### config.mk
export PLATFORM = sky130hd
export DESIGN_NAME = gpio_edge_irq
export DESIGN_NICKNAME = d
export VERILOG_FILES = /design/src/rtl/gpio_edge_pkg.sv /design/src/rtl/gpio_edge_ctl.sv /design/src/rtl/gpio_edge_dp.sv /design/src/rtl/gpio_edge_irq.sv
export SDC_FILE = /design/constraint.sdc
export NUM_CORES = 1
export LEC_CHECK = 0
export BUFFER_PORTS_ARGS = -buffer_cell sky130_fd_sc_hd__buf_2
export CAP_MARGIN = 20
export CORE_ASPECT_RATIO = 0.8
export CORE_UTILIZATION = 61
export CTS_BUF_LIST = sky130_fd_sc_hd__clkbuf_8
export CTS_CLUSTER_SIZE = 20
export DETAILED_ROUTE_END_ITERATION = 6
export PLACE_DENSITY_LB_ADDON = 0.1
export SYNTH_ARGS = -nofsm -noshare
export SYNTH_HDL_FRONTEND = slang
export SYNTH_SLANG_ARGS = --single-unit
### constraint.sdc
create_clock -name clk -period 4.1 [get_ports clk]
set_input_delay 0.41 -clock clk [delete_from_list [all_inputs] [get_ports clk]]
set_output_delay 0.41 -clock clk [all_outputs]
set_load 0.05 [all_outputs]
### src/rtl/gpio_edge_pkg.sv
package gpio_edge_pkg;

  localparam int HOST_ADDR_W = 4;

  localparam logic [HOST_ADDR_W-1:0] OFS_DIR     = 4'h0;
  localparam logic [HOST_ADDR_W-1:0] OFS_DOUT    = 4'h2;
  localparam logic [HOST_ADDR_W-1:0] OFS_DIN     = 4'h4;
  localparam logic [HOST_ADDR_W-1:0] OFS_RISE_EN = 4'h6;
  localparam logic [HOST_ADDR_W-1:0] OFS_FALL_EN = 4'h8;
  localparam logic [HOST_ADDR_W-1:0] OFS_RISE_ST = 4'hA;
  localparam logic [HOST_ADDR_W-1:0] OFS_FALL_ST = 4'hC;

  typedef enum logic [2:0] {
    SEL_NONE,
    SEL_DIR,
    SEL_DOUT,
    SEL_DIN,
    SEL_RISE_EN,
    SEL_FALL_EN,
    SEL_RISE_ST,
    SEL_FALL_ST
  } rdSel_e;

  typedef struct packed {
    logic wrDir;
    logic wrDout;
    logic wrRiseEn;
    logic wrFallEn;
    logic clrRise;
    logic clrFall;
  } ctlStrobe_t;

endpackage

### src/rtl/gpio_edge_ctl.sv
module gpio_edge_ctl
  import gpio_edge_pkg::*;
#(
  parameter int PIN_W = 16
) (
  input  logic [HOST_ADDR_W-1:0] hostAddr,
  input  logic                   hostWrEn,
  input  logic [PIN_W-1:0]       hostWrData,
  output logic [PIN_W-1:0]       hostRdData,
  input  logic [PIN_W-1:0]       rdWord,
  output logic [PIN_W-1:0]       wrWord,
  output rdSel_e                 rdSel,
  output ctlStrobe_t             strb
);

  localparam int NUM_BYTES = PIN_W / 8;

  // byte exchange on both directions of the host port
  for (genvar b = 0; b < NUM_BYTES; b++) begin : g_swap
    assign wrWord[8*b +: 8]     = hostWrData[8*(NUM_BYTES-1-b) +: 8];
    assign hostRdData[8*b +: 8] = rdWord[8*(NUM_BYTES-1-b) +: 8];
  end

  always_comb begin
    strb  = '0;
    rdSel = SEL_NONE;
    case (hostAddr)
      OFS_DIR:     begin rdSel = SEL_DIR;     strb.wrDir    = hostWrEn; end
      OFS_DOUT:    begin rdSel = SEL_DOUT;    strb.wrDout   = hostWrEn; end
      OFS_DIN:     begin rdSel = SEL_DIN;                              end
      OFS_RISE_EN: begin rdSel = SEL_RISE_EN; strb.wrRiseEn = hostWrEn; end
      OFS_FALL_EN: begin rdSel = SEL_FALL_EN; strb.wrFallEn = hostWrEn; end
      OFS_RISE_ST: begin rdSel = SEL_RISE_ST; strb.clrRise  = hostWrEn; end
      OFS_FALL_ST: begin rdSel = SEL_FALL_ST; strb.clrFall  = hostWrEn; end
      default:     begin rdSel = SEL_NONE;                             end
    endcase
  end

endmodule

### src/rtl/gpio_edge_dp.sv
module gpio_edge_dp
  import gpio_edge_pkg::*;
#(
  parameter int PIN_W       = 16,
  parameter int SYNC_STAGES = 2
) (
  input  logic             clk,
  input  logic             rst,
  input  ctlStrobe_t       strb,
  input  rdSel_e           rdSel,
  input  logic [PIN_W-1:0] wrWord,
  output logic [PIN_W-1:0] rdWord,
  input  logic [PIN_W-1:0] pinIn,
  output logic [PIN_W-1:0] pinOut,
  output logic [PIN_W-1:0] pinOe,
  output logic [PIN_W-1:0] riseEn,
  output logic [PIN_W-1:0] fallEn,
  output logic [PIN_W-1:0] riseStat,
  output logic [PIN_W-1:0] fallStat
);

  logic [PIN_W-1:0] dirReg, doutReg;
  logic [PIN_W-1:0] syncQ [SYNC_STAGES];
  logic [PIN_W-1:0] pinLvl, prevLvl, riseEv, fallEv;

  // synchroniser chain
  always_ff @(posedge clk) begin
    if (rst) begin
      for (int k = 0; k < SYNC_STAGES; k++) syncQ[k] <= '0;
    end else begin
      syncQ[0] <= pinIn;
      for (int k = 1; k < SYNC_STAGES; k++) syncQ[k] <= syncQ[k-1];
    end
  end

  assign pinLvl = syncQ[SYNC_STAGES-1];
  assign riseEv = pinLvl & ~prevLvl;
  assign fallEv = ~pinLvl & prevLvl;

  always_ff @(posedge clk) begin
    if (rst) begin
      prevLvl  <= '0;
      dirReg   <= '0;
      doutReg  <= '0;
      riseEn   <= '0;
      fallEn   <= '0;
      riseStat <= '0;
      fallStat <= '0;
    end else begin
      prevLvl <= pinLvl;
      if (strb.wrDir)    dirReg  <= wrWord;
      if (strb.wrDout)   doutReg <= wrWord;
      if (strb.wrRiseEn) riseEn  <= wrWord;
      if (strb.wrFallEn) fallEn  <= wrWord;
      // a new event outranks a clear of the same bit
      riseStat <= (riseStat & ~(strb.clrRise ? wrWord : '0)) | riseEv;
      fallStat <= (fallStat & ~(strb.clrFall ? wrWord : '0)) | fallEv;
    end
  end

  assign pinOe  = dirReg;
  assign pinOut = doutReg & dirReg;

  always_comb begin
    case (rdSel)
      SEL_DIR:     rdWord = dirReg;
      SEL_DOUT:    rdWord = doutReg;
      SEL_DIN:     rdWord = pinLvl;
      SEL_RISE_EN: rdWord = riseEn;
      SEL_FALL_EN: rdWord = fallEn;
      SEL_RISE_ST: rdWord = riseStat;
      SEL_FALL_ST: rdWord = fallStat;
      default:     rdWord = '0;
    endcase
  end

endmodule

### src/rtl/gpio_edge_irq.sv
module gpio_edge_irq
  import gpio_edge_pkg::*;
#(
  parameter int PIN_W       = 16,
  parameter int SYNC_STAGES = 2
) (
  input  logic                   clk,
  input  logic                   rst,
  input  logic [HOST_ADDR_W-1:0] hostAddr,
  input  logic                   hostWrEn,
  input  logic [PIN_W-1:0]       hostWrData,
  output logic [PIN_W-1:0]       hostRdData,
  input  logic [PIN_W-1:0]       pinIn,
  output logic [PIN_W-1:0]       pinOut,
  output logic [PIN_W-1:0]       pinOe,
  output logic                   irqOut
);

  ctlStrobe_t       strb;
  rdSel_e           rdSel;
  logic [PIN_W-1:0] wrWord, rdWord;
  logic [PIN_W-1:0] riseEn, fallEn, riseStat, fallStat;

  gpio_edge_ctl #(.PIN_W(PIN_W)) u_ctl (
    .hostAddr   (hostAddr),
    .hostWrEn   (hostWrEn),
    .hostWrData (hostWrData),
    .hostRdData (hostRdData),
    .rdWord     (rdWord),
    .wrWord     (wrWord),
    .rdSel      (rdSel),
    .strb       (strb)
  );

  gpio_edge_dp #(.PIN_W(PIN_W), .SYNC_STAGES(SYNC_STAGES)) u_dp (
    .clk      (clk),
    .rst      (rst),
    .strb     (strb),
    .rdSel    (rdSel),
    .wrWord   (wrWord),
    .rdWord   (rdWord),
    .pinIn    (pinIn),
    .pinOut   (pinOut),
    .pinOe    (pinOe),
    .riseEn   (riseEn),
    .fallEn   (fallEn),
    .riseStat (riseStat),
    .fallStat (fallStat)
  );

  assign irqOut = |((riseStat & riseEn) | (fallStat & fallEn));

endmodule

==> results.yml <==
outcome:
  status: "finished, violations left"
  violations: "design-rule violations"
place:
  post_dp_cell_area_mm2: 0.00627
  gp_congestion: 0.951
  io_buffers: 87
  dp_hpwl_mm: 12.1
  post-place-ws_ns: 1.12
grt:
  grt_pass1_wl_mm: 27.0
  antenna_found_initial: 0
  gr-total-overflow: 0
  grt_max_degree: 74
  grtUsageMet2_pct: 49.5
  grt_use_met1_pct: 50.9
  grt_usage_pct: 35.3
  grt_pass1_vias: 4946
  grt.busiest_layer: "met1"
  grtUsageMet3_pct: 10.3
clock_tree:
  tritoncts: "yes"
  cts.sink_count: 144
  clock_latency_ns: 0.45
  post_cts_buffers: 0
  holdBufCountCts: 0
  htreeDepth: 4
  cts_made_buffers: 17
  ctsResizeCount: 0
  clock_path_buffers: 2
  cts_root_buf: "clkbuf_8"
  clkSlewWorstSetupHoldPaths_ns: 0.08
sta:
  slew_violations: 0
  layout_setup_ws_ns: 1.01
  timing.fmax_ghz: 0.323
  setup_viol: 0
  tns_ns: 0
  fin_crit_ns: 3.09
  worst_slew_pin_slew_ns: 1.02
  grt_setup_unrepaired: "no"
  slew_headroom_pct: 32.0
  finClkSkew_ns: 0.0132
  hold_viol: 0
  post-route-period-util_pct: 75.5
worst_setup_path:
  ff2ff_path_depth: 2
  rr_startpoint: "u_dp.syncQ[0][17]"
  r2r_slack_ns: 3.22
  crit_slowest_cell: "nor4bb_4"
  critPathTopFamily: "buffers and inverters"
  required_ns: 3.69
  worstPathMaxFanout: 17
  critical_path_class: "in -> out"
  cp_num_buf_inv: 3
  slowest_delay_ns: 0.91
  cpMostUsedCell: "buf_2"
  startpoint_type: "primary input"
  endpoint_kind: "output port"
  crit_chain: "buf_2, nor4bb_4, buf_4, a22oi_1, nand2_1, a21o_1, buf_2"
  critPathArrivalTime_ns: 2.68
  r2r-end: "u_dp.riseStat[1]"
routing:
  avgRoutedWirePerCell_um: 19.7
  dr.pass1.iters: 7
  ant_nets: 0
  vias: 5424
  drc: 13
  routed_wl_mm: 17.1
  drtIter0Drc: 873
  via_per_inst: 6.25
logic_synthesis:
  syn-num-nets: 715
  synth_cells: 676
  synth_top_flop_cell: "dfxtp_1"
  netlist.area_leader.share_pct: 49.0
  synthTopCellsByArea: "dfxtp_1 49%, nand2_1 11%, nor2b_1 5.3%"
  yosysWarningCount: 0
  synth_top_cell_by_area: "dfxtp_1"
  synth-seq-cells: 144
  synth-edff-count: 0
  avgSynthCellArea_um2: 8.71
  synthArstFlopShare_pct: 0
  syn_area_mm2: 0.00589
  yosysSeqAreaShare_pct: 49.0
  ys_types: 30
die:
  die-area_mm2: 0.0101
  initial_core_util_pct: 64.1
  num_rows: 31
  dieWidth_um: 112
  fp.coreArea_mm2: 0.00919
  die-height_um: 89.9
  io_pins: 88
cells_and_area:
  diodes: 0
  fill_cells: 733
  area_growth_pct: 13.1
  layout-drive-gt1-share_pct: 18.3
  finish.net_count: 779
  final_area_mm2: 0.00666
  final_core_util_pct: 72.5
power_and_ir_drop:
  seqPwrFrac_pct: 53.2
  cellLeakagePower_nw: 2.71
  switching_share_pct: 26.3
  p_switching_mw: 0.728
  p_comb_share_pct: 7.0
  p_per_area_mw_per_mm2: 416
  peakVddDrop_mv: 0.357
  clkPwrFrac_pct: 39.8
  p_int_mw: 2.04
run:
  cap_violations: 0
worst_hold_path:
  hold_end: "u_dp.syncQ[0][15]"
  min-delay-start: "pinIn[15]"
  min_path_cells: 2
  hp-class: "in -> reg"
## per-layer routing
layer / routed length, µm / up-vias
met5: 0 / -
met4: 317 / 0
met3: 2370 / 42
met2: 7160 / 412
met1: 7280 / 2503
li1: - / 2467
## area by class of cell
type	count	area (µm²)	area share, %
inverter	17	63.8	0.958
clock inverter	12	119	1.78
tap	115	144	2.16
multi-input combinational	468	2700	40.5
clock buffer	20	275	4.13
sequential	144	2880	43.3
timing repair buffer	92	475	7.14
## through the flow
step                      std cells  power (mW)  hold slack, ns
after floorplan                 676        1.61           0.414
after global placement          836        1.69           0.417
after detailed placement        836        1.69           0.423
after CTS                       868        2.77           0.157
after global routing            868        2.86           0.159
final                           868        2.77           0.175
## flip-flops by register name, indices dropped and copies added, names as in the netlist
name and cells:
u_dp.syncQ 32, u_dp.prevLvl 16, u_dp.fallEn 16, u_dp.riseStat 16
u_dp.pinOe 16, u_dp.fallStat 16, u_dp.doutReg 16, u_dp.riseEn 16
## power groups by stage
stage	clock (mW)	sequential, mW	combinational (mW)
2_1_floorplan	0	1.50	0.118
3_3_place_gp	0	1.50	0.184
3_5_place_dp	0	1.50	0.188
4_1_cts	1.11	1.47	0.189
5_1_grt	1.18	1.48	0.206
6_report	1.10	1.47	0.194
## cell usage in the layout (no fill, tap or decap), types with 6 or more instances in the layout
cell type  synthesis  layout
dfxtp_1          144     144
nand3_1           17      17
nor2b_1           50      50
a21o_1            10      10
a21oi_2           10      10
inv_6              0       6
mux2i_1           10      10
a2bb2oi_1         16      16
inv_1             17      17
nor2_1            17      17
o21ai_0           10      10
buf_2             12      86
a22o_1             6       6
a21oi_1           54      54
buf_4              4       6
nand2_1          173     173
a22oi_1           36      36
and2_1            20      20
a222oi_1          12      12
clkbuf_8           0      20
a32o_1            16      16
## cell usage after synthesis (all sizes together), types with 10 or more instances
cell type  instances
a21o              10
a21oi             64
a222oi            12
a22oi             36
a2bb2oi           16
a32o              16
and2              20
buf               25
clkbuf            22
dfxtp            144
inv               17
mux2i             10
nand2            173
nand3             17
nor2              17
nor2b             50
o21ai             10
## worst max-delay path by stage
stage	start	endpoint	slack, ns	depth (start not counted)
after global placement	hostAddr[3]	hostRdData[14]	1.25	7
final	hostAddr[3]	hostRdData[14]	1.01	7
after detailed placement	hostAddr[3]	hostRdData[14]	1.12	7
after global routing	hostAddr[3]	hostRdData[14]	0.96	7
after CTS	hostAddr[3]	hostRdData[14]	1.11	7
after floorplan	hostAddr[3]	hostRdData[10]	1.98	6
## kinds of logic (layout without fill, tap and decap cells)
kind of cell           count (synthesis)  in the layout  share of synthesized area, %
AOI/OAI and AO/OA                    170            170                          20.8
buffers and inverters                 64            141                          5.55
DFF                                  144            144                          49.0
muxes                                 10             10                          1.70
and+or+nand+nor                      288            288                          23.0
(Power assumes the default switching activity.)
